File: src/rtl/sag_pkg.sv
package sag_pkg;
    typedef enum logic [2:0] {
        AM_DIRECT     = 3'd0,
        AM_REG        = 3'd1,
        AM_REGREL     = 3'd2,
        AM_BASEIDX    = 3'd3,
        AM_BASEIDXREL = 3'd4,
        AM_NEAR       = 3'd5,
        AM_FAR        = 3'd6,
        AM_RSVD       = 3'd7
    } mode_t;

    typedef enum logic [1:0] {
        SG_ES = 2'd0,
        SG_CS = 2'd1,
        SG_SS = 2'd2,
        SG_DS = 2'd3
    } seg_code_t;

    typedef enum logic {
        ST_IDLE = 1'b0,
        ST_DONE = 1'b1
    } ctl_state_t;
endpackage

File: src/rtl/sag_offset.sv
module sag_offset
    import sag_pkg::*;
#(
    parameter int AW = 16
) (
    input  mode_t         mode,
    input  logic [1:0]    ptr_sel,
    input  logic [AW-1:0] bx,
    input  logic [AW-1:0] bp,
    input  logic [AW-1:0] si,
    input  logic [AW-1:0] di,
    input  logic [AW-1:0] disp_eff,
    input  logic [AW-1:0] disp_raw,
    input  logic [AW-1:0] ip,
    output logic [AW-1:0] ea,
    output logic          uses_bp,
    output logic          uses_di
);
    logic [AW-1:0] single_ptr;
    logic [AW-1:0] base_val;
    logic [AW-1:0] index_val;

    always_comb begin
        unique case (ptr_sel)
            2'd0: single_ptr = bx;
            2'd1: single_ptr = bp;
            2'd2: single_ptr = si;
            2'd3: single_ptr = di;
        endcase
        base_val  = ptr_sel[0] ? bp : bx;
        index_val = ptr_sel[1] ? di : si;
    end

    always_comb begin
        ea      = '0;
        uses_bp = 1'b0;
        uses_di = 1'b0;
        unique case (mode)
            AM_DIRECT: ea = disp_eff;
            AM_REG: begin
                ea      = single_ptr;
                uses_bp = (ptr_sel == 2'd1);
                uses_di = (ptr_sel == 2'd3);
            end
            AM_REGREL: begin
                ea      = single_ptr + disp_eff;
                uses_bp = (ptr_sel == 2'd1);
                uses_di = (ptr_sel == 2'd3);
            end
            AM_BASEIDX: begin
                ea      = base_val + index_val;
                uses_bp = ptr_sel[0];
                uses_di = ptr_sel[1];
            end
            AM_BASEIDXREL: begin
                ea      = base_val + index_val + disp_eff;
                uses_bp = ptr_sel[0];
                uses_di = ptr_sel[1];
            end
            AM_NEAR: ea = ip + disp_eff;
            AM_FAR:  ea = disp_raw;
            AM_RSVD: ea = '0;
        endcase
    end
endmodule

File: src/rtl/sag_segsel.sv
module sag_segsel
    import sag_pkg::*;
#(
    parameter int AW = 16
) (
    input  mode_t         mode,
    input  logic          uses_bp,
    input  logic          uses_di,
    input  logic          string_op,
    input  logic          ovr_valid,
    input  seg_code_t     ovr_seg,
    input  logic [AW-1:0] cs,
    input  logic [AW-1:0] ds,
    input  logic [AW-1:0] ss,
    input  logic [AW-1:0] es,
    input  logic [AW-1:0] far_cs,
    output logic [AW-1:0] seg,
    output logic          is_branch
);
    logic [AW-1:0] ovr_val;

    always_comb begin
        unique case (ovr_seg)
            SG_ES: ovr_val = es;
            SG_CS: ovr_val = cs;
            SG_SS: ovr_val = ss;
            SG_DS: ovr_val = ds;
        endcase
    end

    always_comb begin
        is_branch = 1'b0;
        unique case (mode)
            AM_NEAR: begin
                seg       = cs;
                is_branch = 1'b1;
            end
            AM_FAR: begin
                seg       = far_cs;
                is_branch = 1'b1;
            end
            AM_RSVD: seg = '0;
            default: begin
                if (string_op && uses_di)
                    seg = es;
                else if (ovr_valid)
                    seg = ovr_val;
                else if (uses_bp)
                    seg = ss;
                else
                    seg = ds;
            end
        endcase
    end
endmodule

File: src/rtl/seg_addr_gen.sv
module seg_addr_gen
    import sag_pkg::*;
#(
    parameter int AW        = 16,
    parameter int SEG_SHIFT = 4,
    parameter int SHORT_W   = 8
) (
    input  logic                    clk,
    input  logic                    rst_n,
    input  logic                    req_i,
    input  logic [2:0]              mode_i,
    input  logic [1:0]              ptr_sel_i,
    input  logic                    disp_short_i,
    input  logic                    string_i,
    input  logic                    ovr_valid_i,
    input  logic [1:0]              ovr_seg_i,
    input  logic [AW-1:0]           bx_i,
    input  logic [AW-1:0]           bp_i,
    input  logic [AW-1:0]           si_i,
    input  logic [AW-1:0]           di_i,
    input  logic [AW-1:0]           disp_i,
    input  logic [AW-1:0]           ip_i,
    input  logic [AW-1:0]           cs_i,
    input  logic [AW-1:0]           ds_i,
    input  logic [AW-1:0]           ss_i,
    input  logic [AW-1:0]           es_i,
    input  logic [AW-1:0]           far_cs_i,
    output logic                    res_valid_o,
    output logic [AW-1:0]           ea_o,
    output logic [AW+SEG_SHIFT-1:0] pa_o,
    output logic [AW-1:0]           seg_o,
    output logic                    branch_o
);
    localparam int PAW = AW + SEG_SHIFT;

    mode_t         mode;
    logic          accept;
    logic [AW-1:0] disp_eff;
    logic [AW-1:0] ea_d;
    logic [AW-1:0] seg_d;
    logic          br_d;
    logic          uses_bp;
    logic          uses_di;
    logic [PAW-1:0] pa_d;
    ctl_state_t    state_q, state_d;

    assign mode     = mode_t'(mode_i);
    assign accept   = req_i && (mode != AM_RSVD);
    assign disp_eff = disp_short_i
                    ? {{(AW-SHORT_W){disp_i[SHORT_W-1]}}, disp_i[SHORT_W-1:0]}
                    : disp_i;

    sag_offset #(.AW(AW)) u_off (
        .mode     (mode),
        .ptr_sel  (ptr_sel_i),
        .bx       (bx_i),
        .bp       (bp_i),
        .si       (si_i),
        .di       (di_i),
        .disp_eff (disp_eff),
        .disp_raw (disp_i),
        .ip       (ip_i),
        .ea       (ea_d),
        .uses_bp  (uses_bp),
        .uses_di  (uses_di)
    );

    sag_segsel #(.AW(AW)) u_seg (
        .mode      (mode),
        .uses_bp   (uses_bp),
        .uses_di   (uses_di),
        .string_op (string_i),
        .ovr_valid (ovr_valid_i),
        .ovr_seg   (seg_code_t'(ovr_seg_i)),
        .cs        (cs_i),
        .ds        (ds_i),
        .ss        (ss_i),
        .es        (es_i),
        .far_cs    (far_cs_i),
        .seg       (seg_d),
        .is_branch (br_d)
    );

    assign pa_d = {seg_d, {SEG_SHIFT{1'b0}}} + {{SEG_SHIFT{1'b0}}, ea_d};

    // controller: next state
    always_comb begin
        unique case (state_q)
            ST_IDLE: state_d = accept ? ST_DONE : ST_IDLE;
            ST_DONE: state_d = accept ? ST_DONE : ST_IDLE;
        endcase
    end

    // state register
    always_ff @(posedge clk) begin
        if (!rst_n) state_q <= ST_IDLE;
        else        state_q <= state_d;
    end

    // result registers
    always_ff @(posedge clk) begin
        if (!rst_n) begin
            ea_o     <= '0;
            pa_o     <= '0;
            seg_o    <= '0;
            branch_o <= 1'b0;
        end else if (accept) begin
            ea_o     <= ea_d;
            pa_o     <= pa_d;
            seg_o    <= seg_d;
            branch_o <= br_d;
        end
    end

    assign res_valid_o = (state_q == ST_DONE);


    valid_latency_chk: assert property (@(posedge clk) disable iff (!rst_n)
        res_valid_o |-> $past(req_i) && ($past(mode_i) != 3'd7));


    rsvd_reject_chk: assert property (@(posedge clk) disable iff (!rst_n)
        (req_i && mode_i == 3'd7) |=> !res_valid_o && $stable(ea_o) && $stable(pa_o));


    pa_compose_chk: assert property (@(posedge clk) disable iff (!rst_n)
        res_valid_o |-> pa_o == (({4'b0, seg_o} << SEG_SHIFT) + {4'b0, ea_o}));


    string_es_chk: assert property (@(posedge clk) disable iff (!rst_n)
        (req_i && string_i && uses_di && mode_i <= 3'd4) |=> seg_o == $past(es_i));


    near_cs_chk: assert property (@(posedge clk) disable iff (!rst_n)
        (req_i && mode_i == 3'd5) |=> seg_o == $past(cs_i) && branch_o);
endmodule

File: config.mk
export PLATFORM = sky130hd
export DESIGN_NAME = seg_addr_gen
export DESIGN_NICKNAME = d
export VERILOG_FILES = /design/src/rtl/sag_pkg.sv /design/src/rtl/sag_offset.sv /design/src/rtl/sag_segsel.sv /design/src/rtl/seg_addr_gen.sv
export SDC_FILE = /design/constraint.sdc
export NUM_CORES = 1
export LEC_CHECK = 0
export BUFFER_PORTS_ARGS = -buffer_cell sky130_fd_sc_hd__buf_2
export CELL_PAD_IN_SITES_DETAIL_PLACEMENT = 1
export CELL_PAD_IN_SITES_GLOBAL_PLACEMENT = 2
export CORE_MARGIN = 2
export CORE_UTILIZATION = 24
export CTS_CLUSTER_DIAMETER = 120
export DETAILED_ROUTE_END_ITERATION = 6
export PLACE_DENSITY = 0.85
export SYNTH_ARGS = -nofsm -noshare
export SYNTH_HDL_FRONTEND = slang
export SYNTH_SLANG_ARGS = --single-unit
File: constraint.sdc
create_clock -name clk -period 7.3 [get_ports clk]
set_input_delay 0.73 -clock clk [delete_from_list [all_inputs] [get_ports clk]]
set_output_delay 0.73 -clock clk [all_outputs]
set_load 0.01 [all_outputs]
* After elaboration in Yosys (flattened, before gate mapping)
Index checks and enable logic that the tools add are counted.
** Word-level totals
- Flip-flop bits (word level) :: 54
- Logic and storage cells :: 46
- Bits of input ports :: 189
- Output and inout bits :: 54
** Cells by class
- Mux-type cells :: 14
- Add/subtract/negate cells :: 5
- Equality and inequality tests :: 14
- Reductions and logical operators :: 8
** Operator list (number)
- case mux 16 bit (4 select lines) :: 2
- case mux 16 bit (8 select lines) :: 1
- two-way mux 16 bit :: 6
- adder 16 bit :: 4
- case mux 16 bit (3 select lines) :: 1
- adder 20 x 16 -> 20 bit :: 1
- equality test 3 bit, second input constant :: 4
- equality test 2 bit, second input constant :: 4
- equality test 3 x 2 -> 1 bit, second input constant :: 2
- OR reduction 2 bit :: 3
- equality test 2 x 1 -> 1 bit, second input constant :: 2
- logical NOT 2 bit :: 2
- case mux 1 bit (2 select lines) :: 2
- equality test 3 x 1 -> 1 bit, second input constant :: 1
- logical NOT 3 bit :: 1
- inequality test 3 bit, second input constant :: 1
- logical AND 1 bit :: 2
- two-way mux 1 bit :: 2

* Longest topological paths before layout
Gate-level depths: netlist of run 1.
- Depth after elaboration :: 8
- Depth in mapped cells :: 36
- Depth with buffers taken out :: 32

* By module
A second synthesis of run 1 with hierarchy kept.
** Second synthesis, totals
- Cells, all modules :: 957
- Area, all modules :: 7100.6 µm²
** By module, submodules not included
- sag_offset :: seq. area each 0.0 µm², cells each 456, area an instance 3268.1 µm², instances 1
- seg_addr_gen :: seq. area each 1001.0 µm², cells each 330, area an instance 2552.4 µm², instances 1
- sag_segsel :: seq. area each 0.0 µm², cells each 171, area an instance 1280.0 µm², instances 1

* Least setup slack after synthesis of run 1
OpenSTA, ideal clock, no wires.
- Path kind :: input port to flip-flop
- Start :: input port ptr_sel_i[1]
- End :: register pa_o[17]
- Stages on the path :: 31
- Setup slack :: 74 ps
- Path buffers :: 4
- Arrival time :: 7141 ps
- Required time :: 7214 ps
- Setup time :: 86 ps
- Cell sequence :: clkbuf_1 > clkbuf_1 > buf_1 > buf_1 > mux2_2 > ha_1 > inv_1 > fa_1 > nor2b_1 > o21ai_1 > a21oi_1 > o21a_1 > o21a_1 > o21a_1 > o211ai_1 > a21boi_0 > or3b_1 > a21oi_1 > ha_1 > a21o_1 > a31oi_1 > o21ai_0 > o41a_1 > a21oi_1 > nor2_1 > ha_1 > nand2_1 > o31ai_1 > o21ai_0 > xor2_1 > a211oi_1
** Between the ends
- Elaborated cells on any way between the ends :: 18
- Classes of those cells :: 4 x add/sub; 3 x eq/ne; 9 x mux; 2 x reduce/logical
** RTL lines
- start, declared :: line seg_addr_gen.sv:12 : input logic [1:0] ptr_sel_i,
- two-way mux 16 bit, or another cell as far along :: line sag_offset.sv:31 : index_val = ptr_sel[1] ? di : si;
- adder 16 bit / case mux 16 bit (4 select lines) (equally long branches) :: line sag_offset.sv:51, sag_offset.sv:56, sag_offset.sv:24
- adder 16 bit, on equally long branches :: line sag_offset.sv:56, sag_offset.sv:46
- case mux 16 bit (8 select lines) (*) :: line sag_offset.sv:38 : unique case (mode)
- named net ea_d[15] :: line seg_addr_gen.sv:39 : logic [AW-1:0] ea_d;
- adder 20 x 16 -> 20 bit (*) :: line seg_addr_gen.sv:84 : assign pa_d = {seg_d, {SEG_SHIFT{1'b0}}} + {{SEG_SHIFT{1'b0}}, ea_d};
- end signal, assigned :: line seg_addr_gen.sv:109 : pa_o <= pa_d;
- end, declared :: line seg_addr_gen.sv:30 : output logic [AW+SEG_SHIFT-1:0] pa_o,
The timed path passes the listed nets; every way through them passes the cells marked *.
A chain may end at the register's enable or synchronous reset.

* Final worst setup path of run 1
Ends and elaborated chain as after synthesis.

==> summary.md, run 1 <==
| Metric | Value |
|---|---|
| Die height | `approximately 170 µm` |
| Fin. max-slew vios | `0` |
| Drt total wl | `a little under 30 mm` |
| DRT Pass-1 Iters | `5` |
| Congestion Overflow GR | `0` |
| Initial Utilization | `24.4%` |
| Hold path depth | `2` |
| Yosys cell types | `68` |
| Post-synthesis mux area share | `14.0%` |
| Post-synthesis sequential area ratio | `15.2%` |
| Synth top area share | `around 15%` |
| Worst slew pin tran | `a little under 900 ps` |
| Root Driver | `clkbuf_16` |
| I/O Buffers | `242` |
| Top post-synthesis cells by area | `dfxtp_1 (15%), a21oi_1 (8.9%), ha_1 (8.0%), mux2_2 (7.9%), nand2_1 (7.3%)` |
| Layout Skew | `0 ps` |
| Number of global-route vias before repair | `~8000` |
| Worst Setup End Kind | `flip-flop` |
| H-tree depth | `2` |
| Max_cap viols | `0` |
| Setup TNS | `0 ps` |
| Share of cells above drive strength 1 | `29.7%` |
| CP Buf/Inv Count | `2` |
| Async SR Flop Fraction | `0%` |
| Synth Area in Simple Gates | `around 18%` |
| Via count | `slightly below 8000` |
| Synthesized-area fraction occupied by adder cells | `about 9%` |
| Synth Warn # | `0` |
| Commonest non-fill, non-tap cell in the layout | `buf_2` |
| Cell area power density | `approximately 170 mW/mm²` |
| Final period util | `between 90% and 100%` |
| First DRT Iteration DRCs | `slightly above 500` |
| Fillers | `3433` |
| Commonest non-fill, non-tap cells in the layout | `buf_2 (242), nand2_1 (128), a21oi_1 (117), nor2_1 (79), o21ai_0 (63)` |
| Area growth syn-to-layout | `25.8%` |
| Clock sink count | `50` |
| Clock-pin slew on the worst setup and hold paths | `around 70 ps` |
| Total core area | `~0.027 mm²` |
| Slew margin rel. | `between 40% and 50%` |
| Reg2Reg Depth | `2` |
| Boundary Pins | `approximately 240` |
| Critical Path Max Stage Delay | `about 410 ps` |
| Status | `finished clean` |
| All-layer global routing usage | `20.1%` |
| Die width | `between 150 and 200 µm` |
| Yosys reg bits | `50` |
| Crit-path leading delay family | `compound AO/OA/AOI/OAI gates` |
| Critical path depth | `28` |
| F_max | `~150 MHz` |
| Maximum VDD drop | `0.0946 mV` |
| Post-synth top area cell | `dfxtp_1` |
| Initial antenna violation count | `9` |
| Largest net degree at the start of global routing | `52` |
| EDFF count, synth | `0` |
| Mapped Area | `approximately 0.0066 mm²` |
| CTS tree | `yes` |
| Cell count after synthesis | `926` |
| Hold WS | `~450 ps` |
| CP startpoint kind | `input port` |
| Setup CP Type | `in -> reg` |
| Max FO, Critical Path | `19` |
| Die ar. | `between 0.02 and 0.03 mm²` |
| Antenna Nets Post-Route | `0` |
| Arrival time worst endpoint | `between 6000 and 7000 ps` |
| Ys flop type | `dfxtp_1` |
| Average wire per standard cell | `20.0 µm` |
| Vias per cell | `between 5 and 6` |
| Post-layout min period | `around 6700 ps` |
| CTS Buf Count | `5` |
| DRC | `0` |
| LEAKAGE | `3.88 nW` |
| RSZ-0062 raised after global routing | `no` |
| Setup violators final | `0` |
| Nets | `1365` |
| Compound-Gate Fraction of Synth Area | `roughly a third` |
| Post-CTS Hold Fix Bufs | `0` |
| Clock latency on the worst-skew pair | `around 300 ps` |
| Xor and xnor fraction of the mapped netlist area | `under 10%` |
| Min-Delay Path Class | `reg -> reg` |
| Post-DP HPWL | `roughly 24 mm` |
| Required time of the critical path | `7510 ps` |
| Syn_area_per_cell | `a little over 7 µm²` |
| Slowest stage cell, crit path | `o31ai_1` |
| Largest family of logic cells by synthesized area | `compound AO/OA/AOI/OAI gates` |
| Row count | `60` |
| Clock Tree Buf Depth | `2` |
| Fin. Hold Viols | `0` |
| GPL Wtd Cong | `between 0.8 and 0.9` |
| First-pass GRT wire length | `approximately 45 mm` |
| Mapped Nets | `approximately 1200` |
-- worst paths after layout --
check	slack, ps	endpoint	startpoint
setup / recovery	630	pa_o[17]	ptr_sel_i[1]
hold / removal	450	ea_o[5]	ea_o[5]
setup reg to reg	6510	pa_o[18]	pa_o[18]
hold reg to reg	450	ea_o[5]	ea_o[5]
-- sequential cells by signal (all words and copies together), names as in the netlist --
| name | cells |
|---|---|
| res_valid_o | 1 |
| pa_o | 16 |
| ea_o | 16 |
| branch_o | 1 |
| seg_o | 16 |
-- Yosys cell counts, types with 5 or more instances --
master      n
ha_1       42
o21ai_0    64
a22o_1     15
a22oi_1     9
mux2i_1    39
or3_1       5
a31oi_1     8
mux2_2     46
nor2_1     79
a21oi_1   117
clkbuf_1   47
o21ai_1     5
nand3_1    19
nand2_1   128
buf_1       8
xor2_1     12
a211oi_1   13
a221oi_1   17
o31ai_1     5
xnor2_1    17
nor3_1     11
o211ai_1    6
nor2b_1     5
a21o_1     10
inv_1      27
o21a_1      9
dfxtp_1    50
buf_2       7
and3_1      7
o21bai_1   25
-- kinds of logic after synthesis --
| family | after synthesis |
|---|---|
| AO/OA/AOI/OAI | 344 |
| adder cells (fa/ha/maj) | 47 |
| XOR/XNOR | 29 |
| flip-flops | 50 |
| buffers and inverters | 95 |
| multiplexers | 86 |
| AND/OR/NAND/NOR | 275 |
-- power by group --
| group | leakage, nW | internal, mW | switching, mW | total [mW] |
|---|---|---|---|---|
| Combinational | 3.39 | 0.332 | 0.471 | 0.803 |
| Clock | 0.0759 | 0.131 | 0.115 | 0.246 |
| Sequential | 0.412 | 0.307 | 0.0170 | 0.324 |
| Total | 3.88 | 0.769 | 0.603 | 1.37 |
-- worst reg2reg max path: cells and delay by family (launching register included) --
kind	cells	cell delay, ps
flops	1	350
compound gates	2	360
-- per-stage QoR --
| step | total power [mW] | cell area, µm² | utilization [%] | instances | setup WS (ps) |
|---|---|---|---|---|---|
| finish | 1.37 | 8270 | 30.7 | 1477 | 627 |
| global placement | 1.11 | 8110 | 30.1 | 1465 | 472 |
| floorplan | 0.862 | 6580 | - | 926 | 73.6 |
| detailed placement | 1.13 | 8110 | 30.1 | 1465 | 312 |
| CTS | 1.39 | 8260 | 30.7 | 1473 | 550 |
| global route | 1.49 | 8270 | 30.7 | 1476 | 74.8 |
-- area by class of cell --
type                    instances  area (µm²)  area share [%]
multi-input cells             781        5190            62.8
clock buffers                   5         125            1.51
flip-flops and latches         50        1000            12.1
inverters                      29         109            1.32
repair buffers                264        1380            16.6
well taps                     341         427            5.16
clock inverters                 3        28.8           0.348
diodes                          4        10.0           0.121
-- repair_timing --
item | in CTS | in global routing
setup endpoints to repair | 0 | 1
setup buffers | 0 | 0
resized for setup | 0 | 1
-- per-layer routing --
metal / GRT usage (%) / wire length (µm) / up-vias / share of wire [%]
met3: 3.85 / 1800 / 44 / 6.1
met5: 0 / 65 / - / 0.22
li1: - / - / 3803 / -
met1: 23.8 / 12300 / 3793 / 42
met4: 4.68 / 647 / 10 / 2.2
met2: 37.2 / 14700 / 223 / 50
Note: power is estimated with default switching activity, not from simulation.
==> inputs of run 2 (changes only) <==
--- a/config.mk
+++ b/config.mk
@@ -6,13 +6,10 @@
 export NUM_CORES = 1
 export LEC_CHECK = 0
 export BUFFER_PORTS_ARGS = -buffer_cell sky130_fd_sc_hd__buf_2
-export CELL_PAD_IN_SITES_DETAIL_PLACEMENT = 1
-export CELL_PAD_IN_SITES_GLOBAL_PLACEMENT = 2
-export CORE_MARGIN = 2
-export CORE_UTILIZATION = 24
+export CORE_UTILIZATION = 40
 export CTS_CLUSTER_DIAMETER = 120
 export DETAILED_ROUTE_END_ITERATION = 6
-export PLACE_DENSITY = 0.85
+export PLACE_DENSITY = 0.75
 export SYNTH_ARGS = -nofsm -noshare
 export SYNTH_HDL_FRONTEND = slang
 export SYNTH_SLANG_ARGS = --single-unit
==> constraint.sdc (replaced) <==
create_clock -name clk -period 6.62 [get_ports clk]
set_input_delay 0.662 -clock clk [delete_from_list [all_inputs] [get_ports clk]]
set_output_delay 0.662 -clock clk [all_outputs]
set_load 0.01 [all_outputs]
==> summary.md, run 2 (synthesis gave the netlist of run 1 again) <==
| Metric | Value |
|---|---|
| Congestion Overflow GR | `0 (unchanged)` |
| LEAKAGE | `3.91 nW (+0.79%)` |
| CTS Buf Count | `5 (unchanged)` |
| Post-CTS Hold Fix Bufs | `0 (unchanged)` |
| Via count | `7688 (-2.3%)` |
| Tot Pwr | `1.46 mW (+6.5%)` |
| DRT Pass-1 Iters | `5 (unchanged)` |
| Worst Setup End Kind | `flip-flop` |
| GPL Wtd Cong | `0.952 (+6.5%)` |
| Number of global-route vias before repair | `6970 (-15%)` |
| Post-layout min period | `6170 ps` |
| Required time of the critical path | `6820 ps (-690 ps)` |
| Met1 Use GR | `32.4% (+8.6 points)` |
| Max FO, Critical Path | `7 (-12)` |
| Placed Area | `0.00798 mm² (-1.6%)` |
| Min-Delay Path Class | `reg -> reg` |
| Worst slew pin tran | `1000 ps (+122 ps)` |
| GRT met2 Usage | `45.9% (+8.7 points)` |
| Clock sink count | `50 (unchanged)` |
| H-tree depth | `2 (unchanged)` |
| Boundary Pins | `243 (unchanged)` |
| All-layer global routing usage | `26.0% (+5.9 points)` |
| DRC | `0 (unchanged)` |
| Footprint of the multi-input gates | `0.00525 mm² (+0.96%)` |
| Commonest non-fill, non-tap cell in the layout | `buf_2` |
| Area growth syn-to-layout | `24.4%` |
| Fin. Hold Viols | `0 (unchanged)` |
| Status | `finished clean` |
| M3 GR Usage | `3.28% (-0.57 points)` |
| Crit-path leading delay family | `compound AO/OA/AOI/OAI gates` |
| Fillers | `1590 (-54%)` |
| Post-DP HPWL | `18.5 mm (-24%)` |
| Critical Path Max Stage Delay | `390 ps (-20 ps)` |
| Arrival time worst endpoint | `6370 ps (-520 ps)` |
| Row count | `46 (-23%)` |
| Slowest stage cell, crit path | `o41a_1` |
| Layout Skew | `0 ps (unchanged)` |
| Gr busiest metal | `met2` |
| Total core area | `0.0159 mm² (-41%)` |
| Setup CP Type | `in -> reg` |
| Average wire per standard cell | `17.0 µm (-15%)` |
| Die ar. | `0.0170 mm² (-41%)` |
| Clock latency on the worst-skew pair | `290 ps (about the same)` |
| Initial antenna violation count | `0 (-9)` |
| CTS tree | `yes` |
| Share of cells above drive strength 1 | `30.9% (+1.2 points)` |
| Commonest non-fill, non-tap cells in the layout | `buf_2 (241), nand2_1 (128), a21oi_1 (116), nor2_1 (79), o21ai_0 (59)` |
| Vias per cell | `5.68 (+6.6%)` |
| Setup violators final | `0 (unchanged)` |
| Die height | `130 µm (-23%)` |
| First DRT Iteration DRCs | `528 (+2.9%)` |
| Antenna Nets Post-Route | `0 (unchanged)` |
| Max_cap viols | `0 (unchanged)` |
| I/O Buffers | `242 (unchanged)` |
| Maximum VDD drop | `0.107 mV (+13%)` |
| Clock Tree Buf Depth | `2 (unchanged)` |
| Cell area power density | `179 mW/mm² (+7.7%)` |
| Clock-pin slew on the worst setup and hold paths | `60 ps (about the same)` |
| Drt total wl | `23.0 mm (-22%)` |
| Largest regs | `ea_o: 16 flops, pa_o: 16 flops, seg_o: 16 flops` |
| Die width | `130 µm (-23%)` |
| CP startpoint kind | `input port` |
| First-pass GRT wire length | `34.6 mm (-23%)` |
| Most frequent CP cell | `a21oi_1` |
| CP Buf/Inv Count | `2 (unchanged)` |
| Final period util | `about 93%` |
| Design area | `0.00818 mm² (-1.1%)` |
| Initial Utilization | `41.2% (+17 points)` |
| Nets | `1371 (+0.44%)` |
| ANT cells | `0 (-4)` |
| Largest net degree at the start of global routing | `51 (-1.9%)` |
| Fin. max-slew vios | `0 (unchanged)` |
| Root Driver | `clkbuf_16` |
| F_max | `around 160 MHz` |
| FF+latch area | `0.00100 mm² (unchanged)` |
| Slew margin rel. | `33.1% (-7.9 points)` |
run 2: final timing paths:
check        depth (start not counted)  slack [ps]  endpoint    startpoint
max                                 30         450  pa_o[19]  ptr_sel_i[0]
min reg2reg                          2         450   pa_o[8]       pa_o[8]
min                                  2         450   pa_o[8]       pa_o[8]
max reg2reg                          2        5860  pa_o[18]      pa_o[18]
run 2: cell type report:
class	instances	area share, %
clock buffers	5	1.53
repair buffers	270	17.4
well taps	216	3.30
flip-flops and latches	50	12.2
inverters	29	1.33
clock inverters	2	0.122
multi-input cells	781	64.1
run 2: timing repair:
| action | 4_1_cts | 5_1_grt |
|---|---|---|
| endpoints found under the setup margin | 0 | 4 |
| resized for setup | 0 | 15 |
| buffers inserted | 0 | 2 |
run 2: tightest hold or removal path, delay by kind of cell (launching register included):
family             cells  cell delay [ps]
AOI/OAI and AO/OA      1               50
and+or+nand+nor        1               50
DFF                    1              300
run 2: power by group:
group	internal [mW]	leakage [nW]	switching, mW	total [mW]
logic	0.373	3.43	0.488	0.861
registers	0.339	0.412	0.0203	0.359
clock network	0.137	0.0694	0.105	0.242
run 2: metrics by stage:
step | hold slack [ps] | std cells | worst slack (ps) | util (%) | setup TNS (ps)
CTS | 453 | 1351 | 268 | 50.9 | 0
floorplan | 476 | 926 | 43.5 | - | 0
global route | 465 | 1353 | -11.1 | 51.3 | -11.1
global placement | 437 | 1344 | 210 | 50.1 | 0
detailed placement | 445 | 1344 | -3.86 | 50.1 | -3.86
finish | 451 | 1353 | 451 | 51.3 | 0
run 2: metal layers:
metal,vias to the layer above,routed length [µm],share of wire (%)
met4,0,704,3.1
met5,-,0,0
li1,3830,-,-
met1,3532,9590,42
met3,50,1630,7.1
met2,276,11100,48
==> inputs of run 3 (changes only) <==
--- a/config.mk
+++ b/config.mk
@@ -10,6 +10,7 @@
 export CTS_CLUSTER_DIAMETER = 120
 export DETAILED_ROUTE_END_ITERATION = 6
 export PLACE_DENSITY = 0.75
+export REMOVE_ABC_BUFFERS = 1
 export SYNTH_ARGS = -nofsm -noshare
 export SYNTH_HDL_FRONTEND = slang
 export SYNTH_SLANG_ARGS = --single-unit
==> summary.md, run 3 (synthesis gave the netlist of run 1 again) <==
| Metric | Value |
|---|---|
| Share of cells above drive strength 1 | `30.5% (-0.39 points)` |
| Final WS setup | `427 ps (-24.0 ps)` |
| CTS Buf Count | `5 (unchanged)` |
| Initial Utilization | `41.2% (unchanged)` |
| Status | `finished clean` |
| F_max | `161 MHz (-0.39%)` |
| First DRT Iteration DRCs | `504 (-4.5%)` |
| Worst Setup End Kind | `flip-flop` |
| Clock sink count | `50 (unchanged)` |
| Design area | `0.00817 mm² (-0.12%)` |
| Boundary Pins | `243 (unchanged)` |
| Initial antenna violation count | `2 (+2)` |
| Largest net degree at the start of global routing | `44 (-14%)` |
| LEAKAGE | `3.91 nW (-0.10%)` |
| Slowest stage cell, crit path | `o41a_1` |
| Average wire per standard cell | `17.0 µm (about the same)` |
| DRT Pass-1 Iters | `5 (unchanged)` |
| Post-CTS Hold Fix Bufs | `0 (unchanged)` |
| Layout Skew | `0 ps (unchanged)` |
| Congestion Overflow GR | `0 (unchanged)` |
| CP startpoint kind | `input port` |
| Commonest non-fill, non-tap cells in the layout | `buf_2 (242), nand2_1 (127), a21oi_1 (115), nor2_1 (79), o21ai_0 (62)` |
| Total core area | `0.0159 mm² (unchanged)` |
| All-layer global routing usage | `26.4% (+0.43 points)` |
| Fin. max-slew vios | `0 (unchanged)` |
| Max_cap viols | `0 (unchanged)` |
| Worst slew pin tran | `791 ps (-213 ps)` |
| FF+latch area | `0.00100 mm² (unchanged)` |
| Critical Path Max Stage Delay | `410 ps (+20 ps)` |
| GPL Wtd Cong | `0.895 (-6.0%)` |
| Area growth syn-to-layout | `24.3%` |
| Arrival time worst endpoint | `6390 ps (+20 ps)` |
| Vias per cell | `5.64 (-0.75%)` |
| Fin. Hold Viols | `0 (unchanged)` |
| I/O Buffers | `242 (unchanged)` |
| DRC | `0 (unchanged)` |
| Root Driver | `clkbuf_16` |
| Setup CP Type | `in -> reg` |
| Die ar. | `0.0170 mm² (unchanged)` |
| Max FO, Critical Path | `16 (+9)` |
| Commonest non-fill, non-tap cell in the layout | `buf_2` |
| Placed Area | `0.00797 mm² (-0.16%)` |
| Setup TNS | `0 ps (unchanged)` |
| Required time of the critical path | `6820 ps (about the same)` |
| Hold path depth | `2 (unchanged)` |
| Post-Place Setup Slack | `-96.7 ps (-92.9 ps)` |
| Drt total wl | `22.9 mm (-0.17%)` |
| Via count | `7625 (-0.82%)` |
| Footprint of the multi-input gates | `0.00522 mm² (-0.41%)` |
| Setup violators final | `0 (unchanged)` |
| Final period util | `93.5% (+0.36 points)` |
| Maximum VDD drop | `0.102 mV (-4.6%)` |
| Number of global-route vias before repair | `7076 (+1.5%)` |
| Post-DP HPWL | `18.3 mm (-0.83%)` |
| Antenna Nets Post-Route | `0 (unchanged)` |
| CTS tree | `yes` |
| Cell area power density | `184 mW/mm² (+3.0%)` |
| Clock latency on the worst-skew pair | `280 ps (about the same)` |
| Slew margin rel. | `47.0% (+14 points)` |
| Post-layout min period | `6190 ps (+24.0 ps)` |
| Hold WS | `452 ps (+1.55 ps)` |
| Min-Delay Path Class | `reg -> reg` |
| H-tree depth | `2 (unchanged)` |
| First-pass GRT wire length | `35.5 mm (+2.5%)` |
| Clock-pin slew on the worst setup and hold paths | `70 ps (about the same)` |
| Nets | `1368 (-0.22%)` |
| Die height | `130 µm (unchanged)` |
| Reg2Reg Depth | `2 (unchanged)` |
| Largest regs | `ea_o: 16 flops, pa_o: 16 flops, seg_o: 16 flops` |
| Die width | `130 µm (unchanged)` |
| Row count | `46 (unchanged)` |
| Fillers | `1626 (+2.3%)` |
| Clock Tree Buf Depth | `2 (unchanged)` |
==> run 3: what timing repair did <==
item	CTS	global route
resized for setup	0	8
endpoints found under the hold margin	0	0
setup buffers	0	1
endpoints found under the setup margin	0	4
==> run 3: area by class of cell <==
| type | instances | share of cell area, % |
|---|---|---|
| Antenna cell | 1 | 0.0306 |
| Clock buffer | 5 | 1.53 |
| Clock inverter | 3 | 0.536 |
| Inverter | 29 | 1.33 |
| Multi-Input combinational cell | 781 | 63.9 |
| Sequential cell | 50 | 12.2 |
| Tap cell | 216 | 3.31 |
| Timing Repair Buffer | 267 | 17.1 |
==> run 3: routing by layer <==
layer  vias up  track usage [%]  wire (µm)  share of wire (%)
li1       3816                -          -                  -
met1      3461             33.0      10000                 44
met2       314             46.9      10700                 47
met3        32             3.53       1770                7.7
met4         2             7.66        441                1.9
met5         -                0         15              0.065
==> run 3: stage by stage <==
step / std cells / total power [mW] / util (%)
2_1_floorplan: 860 / 0.921 / -
3_3_place_gp: 1342 / 1.19 / 50.0
3_5_place_dp: 1342 / 1.20 / 50.0
4_1_cts: 1350 / 1.51 / 51.0
5_1_grt: 1352 / 1.62 / 51.3
6_report: 1352 / 1.50 / 51.3
==> run 3: path summary, 6_finish.rpt <==
path | start | end | slack, ps
max | ptr_sel_i[1] | pa_o[19] | 430
min | pa_o[11] | pa_o[11] | 450
max reg2reg | pa_o[18] | pa_o[18] | 5870
min reg2reg | pa_o[11] | pa_o[11] | 450
==> run 3: critical path, delay by kind of cell <==
kind                     cells  cell delay, ps
AO/OA/AOI/OAI               16            3340
adder cells (fa/ha/maj)      3             980
AND/OR/NAND/NOR              5             670
buffers and inverters        2             360
multiplexers                 1             360
==> run 3: power by group <==
part / switching (mW) / internal, mW
clock: 0.115 / 0.179
combinational: 0.482 / 0.370
sequential: 0.0193 / 0.338
